$ cat src/rtl/tcap_pkg.sv
// Package: shared types and helpers for the input capture channel.
// Assumes the filter code is 4 bits wide and the longest filter is 30 samples.
package tcap_pkg;

    localparam int FLT_CODE_W = 4;
    localparam int FLT_CNT_W  = 5;

    typedef enum logic [1:0] {
        SRC_NONE  = 2'b00,
        SRC_OWN   = 2'b01,
        SRC_NEIGH = 2'b10,
        SRC_TRIG  = 2'b11
    } src_e;

    // Reload value N-1 of the filter downcounter: N = 1 for code 0, else 2*code.
    function automatic logic [FLT_CNT_W-1:0] flt_reload(input logic [FLT_CODE_W-1:0] code);
        logic [FLT_CNT_W-1:0] n;
        n = {code, 1'b0};
        return (code == '0) ? '0 : n - 1'b1;
    endfunction

endpackage

$ cat src/rtl/tcap_insel.sv
// Module: selects one external pin and brings it into the clock domain.
// Assumes SYNC_STAGES >= 2; pins are asynchronous to clk.
module tcap_insel #(
    parameter int NPIN        = 16,
    parameter int SYNC_STAGES = 2,
    localparam int SEL_W      = $clog2(NPIN)
) (
    input  logic             clk,
    input  logic             rst_n,
    input  logic [NPIN-1:0]  pin_in,
    input  logic [SEL_W-1:0] pin_sel,
    output logic             pin_sync
);

    logic             raw;
    logic [SYNC_STAGES-1:0] sh;

    // Pick the selected pin.
    always_comb raw = pin_in[pin_sel];

    // First synchronizer stage takes the raw pin.
    always_ff @(posedge clk) begin
        if (!rst_n) sh[0] <= 1'b0;
        else        sh[0] <= raw;
    end

    // Remaining synchronizer stages, one per extra stage.
    for (genvar g = 1; g < SYNC_STAGES; g++) begin : g_sync
        always_ff @(posedge clk) begin
            if (!rst_n) sh[g] <= 1'b0;
            else        sh[g] <= sh[g-1];
        end
    end

    assign pin_sync = sh[SYNC_STAGES-1];

endmodule

$ cat src/rtl/tcap_filter.sv
// Module: digital noise filter built as a downcounter.
// A new level is taken after N consecutive differing samples; samples are
// taken only on samp_en. Assumes flt_code is quasi-static while in use.
module tcap_filter
    import tcap_pkg::*;
(
    input  logic                  clk,
    input  logic                  rst_n,
    input  logic                  samp_en,
    input  logic [FLT_CODE_W-1:0] flt_code,
    input  logic                  s_in,
    output logic                  flt
);

    logic [FLT_CNT_W-1:0] cnt;
    logic [FLT_CNT_W-1:0] reload;

    // Reload value from the filter code.
    always_comb reload = flt_reload(flt_code);

    // Count down on disagreeing samples; flip the level when the count is used up.
    always_ff @(posedge clk) begin
        if (!rst_n) begin
            flt <= 1'b0;
            cnt <= reload;
        end else if (samp_en) begin
            if (s_in == flt) begin
                cnt <= reload;
            end else if (cnt == '0) begin
                flt <= s_in;
                cnt <= reload;
            end else begin
                cnt <= cnt - 1'b1;
            end
        end
    end

    // the level moves only on a sample strobe.
    a_r2_flt_on_strobe: assert property (@(posedge clk) disable iff (!rst_n)
        (flt != $past(flt)) |-> $past(samp_en));

    // the level moves only toward a sample that disagreed.
    a_r2_flt_follows_sample: assert property (@(posedge clk) disable iff (!rst_n)
        (flt != $past(flt)) |-> ($past(s_in) != $past(flt)));

endmodule

$ cat src/rtl/tcap_edge.sv
// Module: edge detector with polarity select and capture source mux.
// Neighbour edges arrive as raw rise/fall pulses and are qualified by this
// channel's polarity. Assumes trig_in is a one-cycle pulse.
module tcap_edge
    import tcap_pkg::*;
(
    input  logic       clk,
    input  logic       rst_n,
    input  logic       flt,
    input  logic [1:0] pol,
    input  src_e       src,
    input  logic       nb_rise,
    input  logic       nb_fall,
    input  logic       trig_in,
    output logic       own_rise,
    output logic       own_fall,
    output logic       own_edge,
    output logic       evt
);

    logic flt_q;
    logic use_rise;
    logic use_fall;
    logic nb_edge;

    // Previous filtered level for edge detection.
    always_ff @(posedge clk) begin
        if (!rst_n) flt_q <= 1'b0;
        else        flt_q <= flt;
    end

    // Decode polarity: 00 rise, 01 fall, 11 both, 10 rise.
    always_comb begin
        use_rise = !pol[0] || pol[1];
        use_fall = pol[0];
    end

    // Raw and qualified edges of both channels.
    always_comb begin
        own_rise = flt && !flt_q;
        own_fall = !flt && flt_q;
        own_edge = (own_rise && use_rise) || (own_fall && use_fall);
        nb_edge  = (nb_rise && use_rise) || (nb_fall && use_fall);
    end

    // Capture source mux.
    always_comb begin
        unique case (src)
            SRC_OWN:   evt = own_edge;
            SRC_NEIGH: evt = nb_edge;
            SRC_TRIG:  evt = trig_in;
            default:   evt = 1'b0;
        endcase
    end

    // output mode yields no capture event.
    a_r6_none_no_event: assert property (@(posedge clk) disable iff (!rst_n)
        (src == SRC_NONE) |-> !evt);

endmodule

$ cat src/rtl/tcap_presc.sv
// Module: event prescaler passing every 2**psc-th event.
// Count restarts while disabled or on the cycle the setting changes.
module tcap_presc #(
    parameter int PSC_W = 2,
    localparam int PC_W = (1 << PSC_W) - 1
) (
    input  logic             clk,
    input  logic             rst_n,
    input  logic             en,
    input  logic [PSC_W-1:0] psc,
    input  logic             evt,
    output logic             fire
);

    logic [PSC_W-1:0] psc_q;
    logic [PC_W-1:0]  pcnt;
    logic [PC_W-1:0]  lim;
    logic             restart;

    // Last count value before a pass, and the restart condition.
    always_comb begin
        lim     = PC_W'((1 << psc) - 1);
        restart = !en || (psc != psc_q);
        fire    = evt && !restart && (pcnt == lim);
    end

    // Track the setting to spot changes.
    always_ff @(posedge clk) begin
        if (!rst_n) psc_q <= '0;
        else        psc_q <= psc;
    end

    // Count events, wrapping at the pass.
    always_ff @(posedge clk) begin
        if (!rst_n || restart) pcnt <= '0;
        else if (evt)          pcnt <= (pcnt == lim) ? '0 : pcnt + 1'b1;
    end

    // nothing passes while disabled.
    a_r9_fire_needs_en: assert property (@(posedge clk) disable iff (!rst_n)
        fire |-> en);

    // nothing passes on the cycle the ratio changes.
    a_r8_no_fire_on_change: assert property (@(posedge clk) disable iff (!rst_n)
        ($past(psc_q) != psc_q) |-> !$past(fire));

endmodule

$ cat src/rtl/tcap_channel.sv
// Module: top of the input capture channel.
// Chains pin select, filter, edge/source select and prescaler, then latches
// cnt_in into a shadow register and moves it to cap_val one cycle later.
// Assumes cnt_in is synchronous to clk.
module tcap_channel
    import tcap_pkg::*;
#(
    parameter int NPIN        = 16,
    parameter int CNT_W       = 16,
    parameter int SYNC_STAGES = 2,
    parameter int PSC_W       = 2,
    localparam int SEL_W      = $clog2(NPIN)
) (
    input  logic                  clk,
    input  logic                  rst_n,
    input  logic [NPIN-1:0]       pin_in,
    input  logic [SEL_W-1:0]      pin_sel,
    input  logic                  samp_en,
    input  logic [FLT_CODE_W-1:0] flt_code,
    input  logic [1:0]            pol,
    input  logic [1:0]            src_sel,
    input  logic [PSC_W-1:0]      psc_sel,
    input  logic                  chan_en,
    input  logic                  nb_rise,
    input  logic                  nb_fall,
    input  logic                  trig_in,
    input  logic [CNT_W-1:0]      cnt_in,
    input  logic                  flag_clr,
    input  logic                  ovr_clr,
    output logic                  edge_out,
    output logic                  own_rise,
    output logic                  own_fall,
    output logic [CNT_W-1:0]      cap_val,
    output logic                  cap_flag,
    output logic                  ovr_flag
);

    logic             pin_sync;
    logic             flt;
    logic             evt;
    logic             fire;
    logic             pend;
    logic [CNT_W-1:0] shadow;
    src_e             src;

    always_comb src = src_e'(src_sel);

    tcap_insel #(.NPIN(NPIN), .SYNC_STAGES(SYNC_STAGES)) u_insel (
        .clk(clk), .rst_n(rst_n), .pin_in(pin_in), .pin_sel(pin_sel),
        .pin_sync(pin_sync)
    );

    tcap_filter u_filter (
        .clk(clk), .rst_n(rst_n), .samp_en(samp_en), .flt_code(flt_code),
        .s_in(pin_sync), .flt(flt)
    );

    tcap_edge u_edge (
        .clk(clk), .rst_n(rst_n), .flt(flt), .pol(pol), .src(src),
        .nb_rise(nb_rise), .nb_fall(nb_fall), .trig_in(trig_in),
        .own_rise(own_rise), .own_fall(own_fall), .own_edge(edge_out),
        .evt(evt)
    );

    tcap_presc #(.PSC_W(PSC_W)) u_presc (
        .clk(clk), .rst_n(rst_n), .en(chan_en), .psc(psc_sel), .evt(evt),
        .fire(fire)
    );

    // Shadow stage: take the counter on a passed event.
    always_ff @(posedge clk) begin
        if (!rst_n) begin
            pend   <= 1'b0;
            shadow <= '0;
        end else begin
            pend <= fire;
            if (fire) shadow <= cnt_in;
        end
    end

    // Visible stage: move the shadow into cap_val.
    always_ff @(posedge clk) begin
        if (!rst_n)    cap_val <= '0;
        else if (pend) cap_val <= shadow;
    end

    // Capture flag: set by capture, which wins over a clear.
    always_ff @(posedge clk) begin
        if (!rst_n)        cap_flag <= 1'b0;
        else if (pend)     cap_flag <= 1'b1;
        else if (flag_clr) cap_flag <= 1'b0;
    end

    // Overcapture flag: set by a capture that finds the flag still set.
    always_ff @(posedge clk) begin
        if (!rst_n)                ovr_flag <= 1'b0;
        else if (pend && cap_flag) ovr_flag <= 1'b1;
        else if (ovr_clr)          ovr_flag <= 1'b0;
    end

    // a capture always leaves the flag set.
    a_r11_flag_set: assert property (@(posedge clk) disable iff (!rst_n)
        pend |=> cap_flag);

    // a capture on a set flag leaves overcapture set.
    a_r11_ovr_set: assert property (@(posedge clk) disable iff (!rst_n)
        (pend && cap_flag) |=> ovr_flag);

    // the visible register takes the shadowed counter value.
    a_r10_shadow_move: assert property (@(posedge clk) disable iff (!rst_n)
        pend |=> (cap_val == $past(shadow)));

    // cap_val changes only on a capture.
    a_r10_hold: assert property (@(posedge clk) disable iff (!rst_n)
        !$past(pend) |-> $stable(cap_val));

endmodule

$ cat config.mk
export PLATFORM = sky130hd
export DESIGN_NAME = tcap_channel
export DESIGN_NICKNAME = d
export VERILOG_FILES = /design/src/rtl/tcap_pkg.sv /design/src/rtl/tcap_insel.sv /design/src/rtl/tcap_filter.sv /design/src/rtl/tcap_edge.sv /design/src/rtl/tcap_presc.sv /design/src/rtl/tcap_channel.sv
export SDC_FILE = /design/constraint.sdc
export NUM_CORES = 1
export LEC_CHECK = 0
export BUFFER_PORTS_ARGS = -buffer_cell sky130_fd_sc_hd__buf_2
export CAP_MARGIN = 5
export CORE_MARGIN = 2
export CORE_UTILIZATION = 45
export DETAILED_ROUTE_END_ITERATION = 8
export PLACE_DENSITY_LB_ADDON = 0.1
export SYNTH_ARGS = -nofsm -noshare
export SYNTH_HDL_FRONTEND = slang
export SYNTH_HIERARCHICAL = 1
export SYNTH_SLANG_ARGS = --single-unit
$ cat constraint.sdc
create_clock -name clk -period 2.4 [get_ports clk]
set_input_delay 0 -clock clk [delete_from_list [all_inputs] [get_ports clk]]
set_output_delay 0 -clock clk [all_outputs]
set_load 0.02 [all_outputs]
### Yosys cells after proc, flatten, opt, wreduce, memory -nomap -nowiden

Cells that the tools add are included.

* bitwise gates (word level): 1
* reductions and logical operators: 25
* equality and inequality tests: 7
* $add $sub $neg: 4
* $lt $le $gt $ge: 1
* shift-type cells: 1
* multiplexer cells: 13

Operator list (number)
* $mux W5: 5
* $sub A5 B1 Y5 const B: 2
* $logic_and A1 B1 Y1: 9
* $logic_not A1 Y1: 6
* $logic_not A5 Y1: 1
* $logic_or A1 B1 Y1: 5
* $lt A4 B5 Y1 const B: 1
* $mux W1: 5
* $bmux W1 S4: 1
* $eq A2 B2 Y1 const B: 2
* $logic_not A4 Y1: 1
* $reduce_bool A2 Y1: 2
* $add A3 B1 Y3 const B: 1
* $eq A3 B3 Y1: 1
* $mux W3: 1
* $pmux W1 S3: 1
* $reduce_and A3 Y1: 1
* $shl A1 B2 Y3 const A: 1
* $sub A3 B2 Y3 const B: 1
* $eq A2 B1 Y1 const B: 1
* $ne A2 B1 Y1 const B: 1
* $ne A2 B2 Y1: 1
* $eq A1 B1 Y1: 1
* $not A1 Y1: 1

* input port bits: 55
* register bits after elaboration: 49
* word-level logic and storage cells: 64

### Longest topological paths before layout

* word-level depth: 7
* mapped depth: 9
* depth with buffers taken out: 7

### Cells and area by module

Netlist, hierarchy kept.

By module, submodules not included
* tcap_channel: area an instance 1332.5 um^2, sequential area each 700.7 um^2, cells an instance 112, instances 1
* tcap_filter: area an instance 420.4 um^2, sequential area each 170.2 um^2, cells an instance 36, instances 1
* tcap_presc: area an instance 279.0 um^2, sequential area each 100.1 um^2, cells an instance 28, instances 1
* tcap_insel: area an instance 202.7 um^2, sequential area each 40.0 um^2, cells an instance 20, instances 1
* tcap_edge: area an instance 112.6 um^2, sequential area each 20.0 um^2, cells an instance 11, instances 1

### Worst setup path after synthesis

Ideal clock, no wire load.

* kind: flip-flop to flip-flop
* start: register u_filter.flt
* end: register shadow[10]
* data arrival time: 1.972 ns
* slack: 0.312 ns
* path buffers: 2
* stages on the path, launching flop included: 10
* setup time: 0.116 ns
* path through: dfxtp_1 > nor2b_2 > a221oi_2 > nor3_2 > a21boi_2 > and3_2 > buf_6 > buf_12 > mux2i_1 > nor2b_1

* longest elaborated chain between the ends: 7
* elaborated cells on any way between the ends: 9
* classes of those cells: mux: 1; reduce/logical: 8

RTL lines
* start: declaration: line tcap_filter.sv:12 `output logic flt`
* start signal: assignment: line tcap_filter.sv:30 `flt <= s_in;`
* $logic_not A1 Y1: line tcap_edge.sv:41 `own_fall = !flt && flt_q;`
* $logic_and A1 B1 Y1: line tcap_edge.sv:41
* via own_fall: line tcap_channel.sv:32 `output logic own_fall,`
* $logic_and A1 B1 Y1: line tcap_edge.sv:42 `own_edge = (own_rise && use_rise) || (own_fall && use_fall);`
* $logic_or A1 B1 Y1: line tcap_edge.sv:42
* $pmux W1 S3: line tcap_edge.sv:48 `unique case (src)`
* via evt: line tcap_channel.sv:40 `logic evt;`
* $logic_and A1 B1 Y1 (2 in a row): line tcap_presc.sv:24 `fire = evt && !restart && (pcnt == lim);`
* via fire: line tcap_channel.sv:41 `logic fire;`
* end signal: assignment: line tcap_channel.sv:77 `if (fire) shadow <= cnt_in;`
* end: declaration: line tcap_channel.sv:43 `logic [CNT_W-1:0] shadow;`

The timed path passes the listed nets, and every way through them passes these cells.
A chain may end at the register's enable or synchronous reset.

### Worst setup path after layout

* start: register u_filter.flt
* end: register shadow[10]

* longest elaborated chain between the ends: 7
* elaborated cells on any way between the ends: 9
* classes of those cells: mux: 1; reduce/logical: 8

RTL lines (line)
* $logic_not A1 Y1: tcap_edge.sv:41
* $logic_and A1 B1 Y1: tcap_edge.sv:41
* $logic_and A1 B1 Y1: tcap_edge.sv:42
* $logic_or A1 B1 Y1 (*): tcap_edge.sv:42
* $pmux W1 S3 (*): tcap_edge.sv:48
* via evt: tcap_channel.sv:40
* $logic_and A1 B1 Y1 (*) (2 in a row): tcap_presc.sv:24
* via fire: tcap_channel.sv:41

Mark *: on every way through the listed nets, which the timed path passes. The rest lies on a longest branch.

==> impl_metrics.toml <==
[worst_setup_path]
worst-setup-path-type = "flip-flop to flip-flop"
crit_chain = "and2b_4, a221oi_2, nor3_2, a21boi_2, and3_2, buf_4, mux2i_1, nor2b_1"
cp.required_ps = 2590
r2r-end = "shadow[10]"
endpoint_kind = "flip-flop"
crit_arrival_ps = 2330
crit_fanout = 17
cpMaxStageDelayCell = "dfxtp_1"
r2r_slack_ps = 260
reg2reg_depth = 8
startpoint_type = "flip-flop"
critPathTopFamily = "simple AND/OR/NAND/NOR gates"
r2r-start = "u_filter/flt"
crit_buf_inv = 1
critPathMaxStageDelay_ps = 440

[sta]
setup_viol = 0
drv_slew = 0
rsz0062_at_grt = "no"
fin_setup_tns_ps = 0
hold_violations = 0
period_share_pct = 89.3
setup_ws_ps = 256
relSlewSlack_pct = 68.2
fin_skew_ps = 11.1
worst_pin_slew_ps = 476
fin_crit_ps = 2140
max_freq_mhz = 466

[placement]
port_buffers = 75
dpl.hpwl_mm = 3.15
dp.cells = 347
placed_cell_area_um2 = 2750
place_congestion = 0.703
post-place-ws_ps = 248

[global_routing]
grt_max_degree = 42
overflow = 0
grt_pass1_wl_mm = 7.36
grt_use_total_pct = 15.6
antenna_found_initial = 0
grt_pass1_vias = 1714

[floorplan]
core.rowCount = 26
initial_core_util_pct = 46.3
die_y_um = 76.2
core_area_um2 = 5070
io_pins = 76
dieArea_um2 = 5810
die_x_um = 76.2

[hold_path]
worstHoldStart = "chan_en"
worstHoldPathType = "input port to flip-flop"
hold_path_end = "u_presc/pcnt[0]"
min_path_cells = 3

[finish]
seq_area_um2 = 1030
num-nets-final = 362
diodes = 0
multiInputGateArea_um2 = 1220
drive_gt1_share_pct = 33.4
fillers = 451
final_cell_mix = "buf_2 (75), dfxtp_1 (44), mux2i_1 (40)"
stdcell_count = 375
area_growth_pct = 29.3
finalInstanceArea_um2 = 3040
final_common_cell = "buf_2"

[yosys]
syn_avg_cell_area_um2 = 11.3
ys_ff_latch = 49
synth_cell_types = 48
syn_inst = 207
synth_edf_count = 5
postSynth.asyncResetShare_pct = 0
synthFlopType = "dfxtp_1"
ys_warn_count = 6
synth-seq-area-share_pct = 43.9
syn_nets = 264
synth_area_um2 = 2350

[routing]
ant_nets = 0
drtIter0Drc = 76
dr.pass1.iters = 4
wl_mm = 4.36
vias = 1780
post-route-drc-count = 0
viasPerCell = 4.75
routedWlPerCell_um = 11.6

[outcome]
status = "finished, final reports clean"

[cts]
cts-root-buf = "clkbuf_8"
cts_tree = "done"
ctsLongestPathBuffers = 2
clk_pin_slew_ps = 80
cts_buffers = 5
cts.sinks = 49
insertion_delay_ps = 290
cts_max_level = 2

[job]
maxCapViolCount = 0

[pwr]
power_leakage_uw = 0.00126
ir_drop_uv = 294
power_density_nw_per_um2 = 485
==> worst max path at each step <==
stage / endpoint / depth (start not counted) / from / slack (ps)
finish: shadow[10] / 8 / u_filter/flt / 260
global route: shadow[13] / 8 / u_filter/flt / 50
CTS: shadow[7] / 8 / u_filter/flt / 240
detailed placement: shadow[10] / 8 / u_filter/flt / 250
global placement: shadow[1] / 8 / u_filter/flt / 300
floorplan: shadow[10] / 9 / u_filter/flt / 310
==> per-stage QoR <==
stage	hold WS, ps	power (uW)	util [%]
6_report	18.2	1470	59.8
5_1_grt	24.7	1550	59.8
4_1_cts	4.98	1500	59.8
3_5_place_dp	264	1030	54.1
3_3_place_gp	257	1030	54.1
2_1_floorplan	122	958	-
==> metal layers <==
layer | track usage (%) | routed length [um]
met4 | 7.09 | 102
met2 | 26.3 | 2050
met5 | 0 | 0
met3 | 3.55 | 194
met1 | 19.0 | 2010
==> cells by family (layout without fill, tap and decap cells) <==
group | count (synthesis) | after routing | share of synthesized area (%)
and+or+nand+nor | 78 | 78 | 21.7
adders and majority gates | 2 | 2 | 1.07
muxes | 43 | 43 | 19.6
buffers and inverters | 10 | 108 | 3.94
xor gates and xnor gates | 7 | 7 | 2.93
DFF | 49 | 49 | 43.9
AOI/OAI and AO/OA | 18 | 18 | 6.77
==> Yosys cell counts (2+ instances only) <==
cell,instances,area share [%]
dfxtp_1,44,38
mux2i_1,40,17
nor2b_1,34,9.1
nand2_1,8,1.3
nor3_1,7,1.5
edfxtp_1,5,6.4
and2_1,4,1.1
nand2b_1,4,1.1
nor2_1,4,0.64
xor2_1,4,1.5
buf_6,3,1.4
clkbuf_1,3,0.48
nand3_1,3,0.64
a21oi_1,2,0.43
a221oi_2,2,1.3
buf_12,2,1.7
ha_1,2,1.1
inv_1,2,0.32
mux4_2,2,1.9
o21a_1,2,0.64
o21ai_0,2,0.43
xnor2_1,2,0.75
==> power by group <==
group	switching [uW]	internal [uW]
combinational	70.0	107
clock	241	198
sequential	12.7	842
total	324	1150
==> layout make-up <==
class / count / share of cell area, %
inverter: 2 / 0.247
multi-input combinational: 148 / 40.3
sequential: 49 / 34.0
tap: 70 / 2.89
timing repair buffer: 99 / 20.0
clock inverter: 1 / 0.165
clock buffer: 6 / 2.39
==> tightest hold or removal path, stage by stage <==
cell	delay (ps)
buf_2	100
nand3_1	100
nor3_1	60
==> flip-flops by register name (all words and copies together) (netlist names) <==
signal / count
u_insel/pin_sync: 1
pend: 1
u_presc/psc_q: 2
cap_val: 16
ovr_flag: 1
u_insel/sh: 1
shadow: 16
u_filter/flt: 1
u_presc/pcnt: 3
u_edge/flt_q: 1
cap_flag: 1
u_filter/cnt: 5
==> repair_timing <==
item | CTS | global route
gates resized for setup | 0 | 0
buffers inserted | 0 | 0
endpoints found under the hold margin | 21 | 0
hold buffers | 21 | 0
Note: power is estimated with default switching activity, not from simulation.
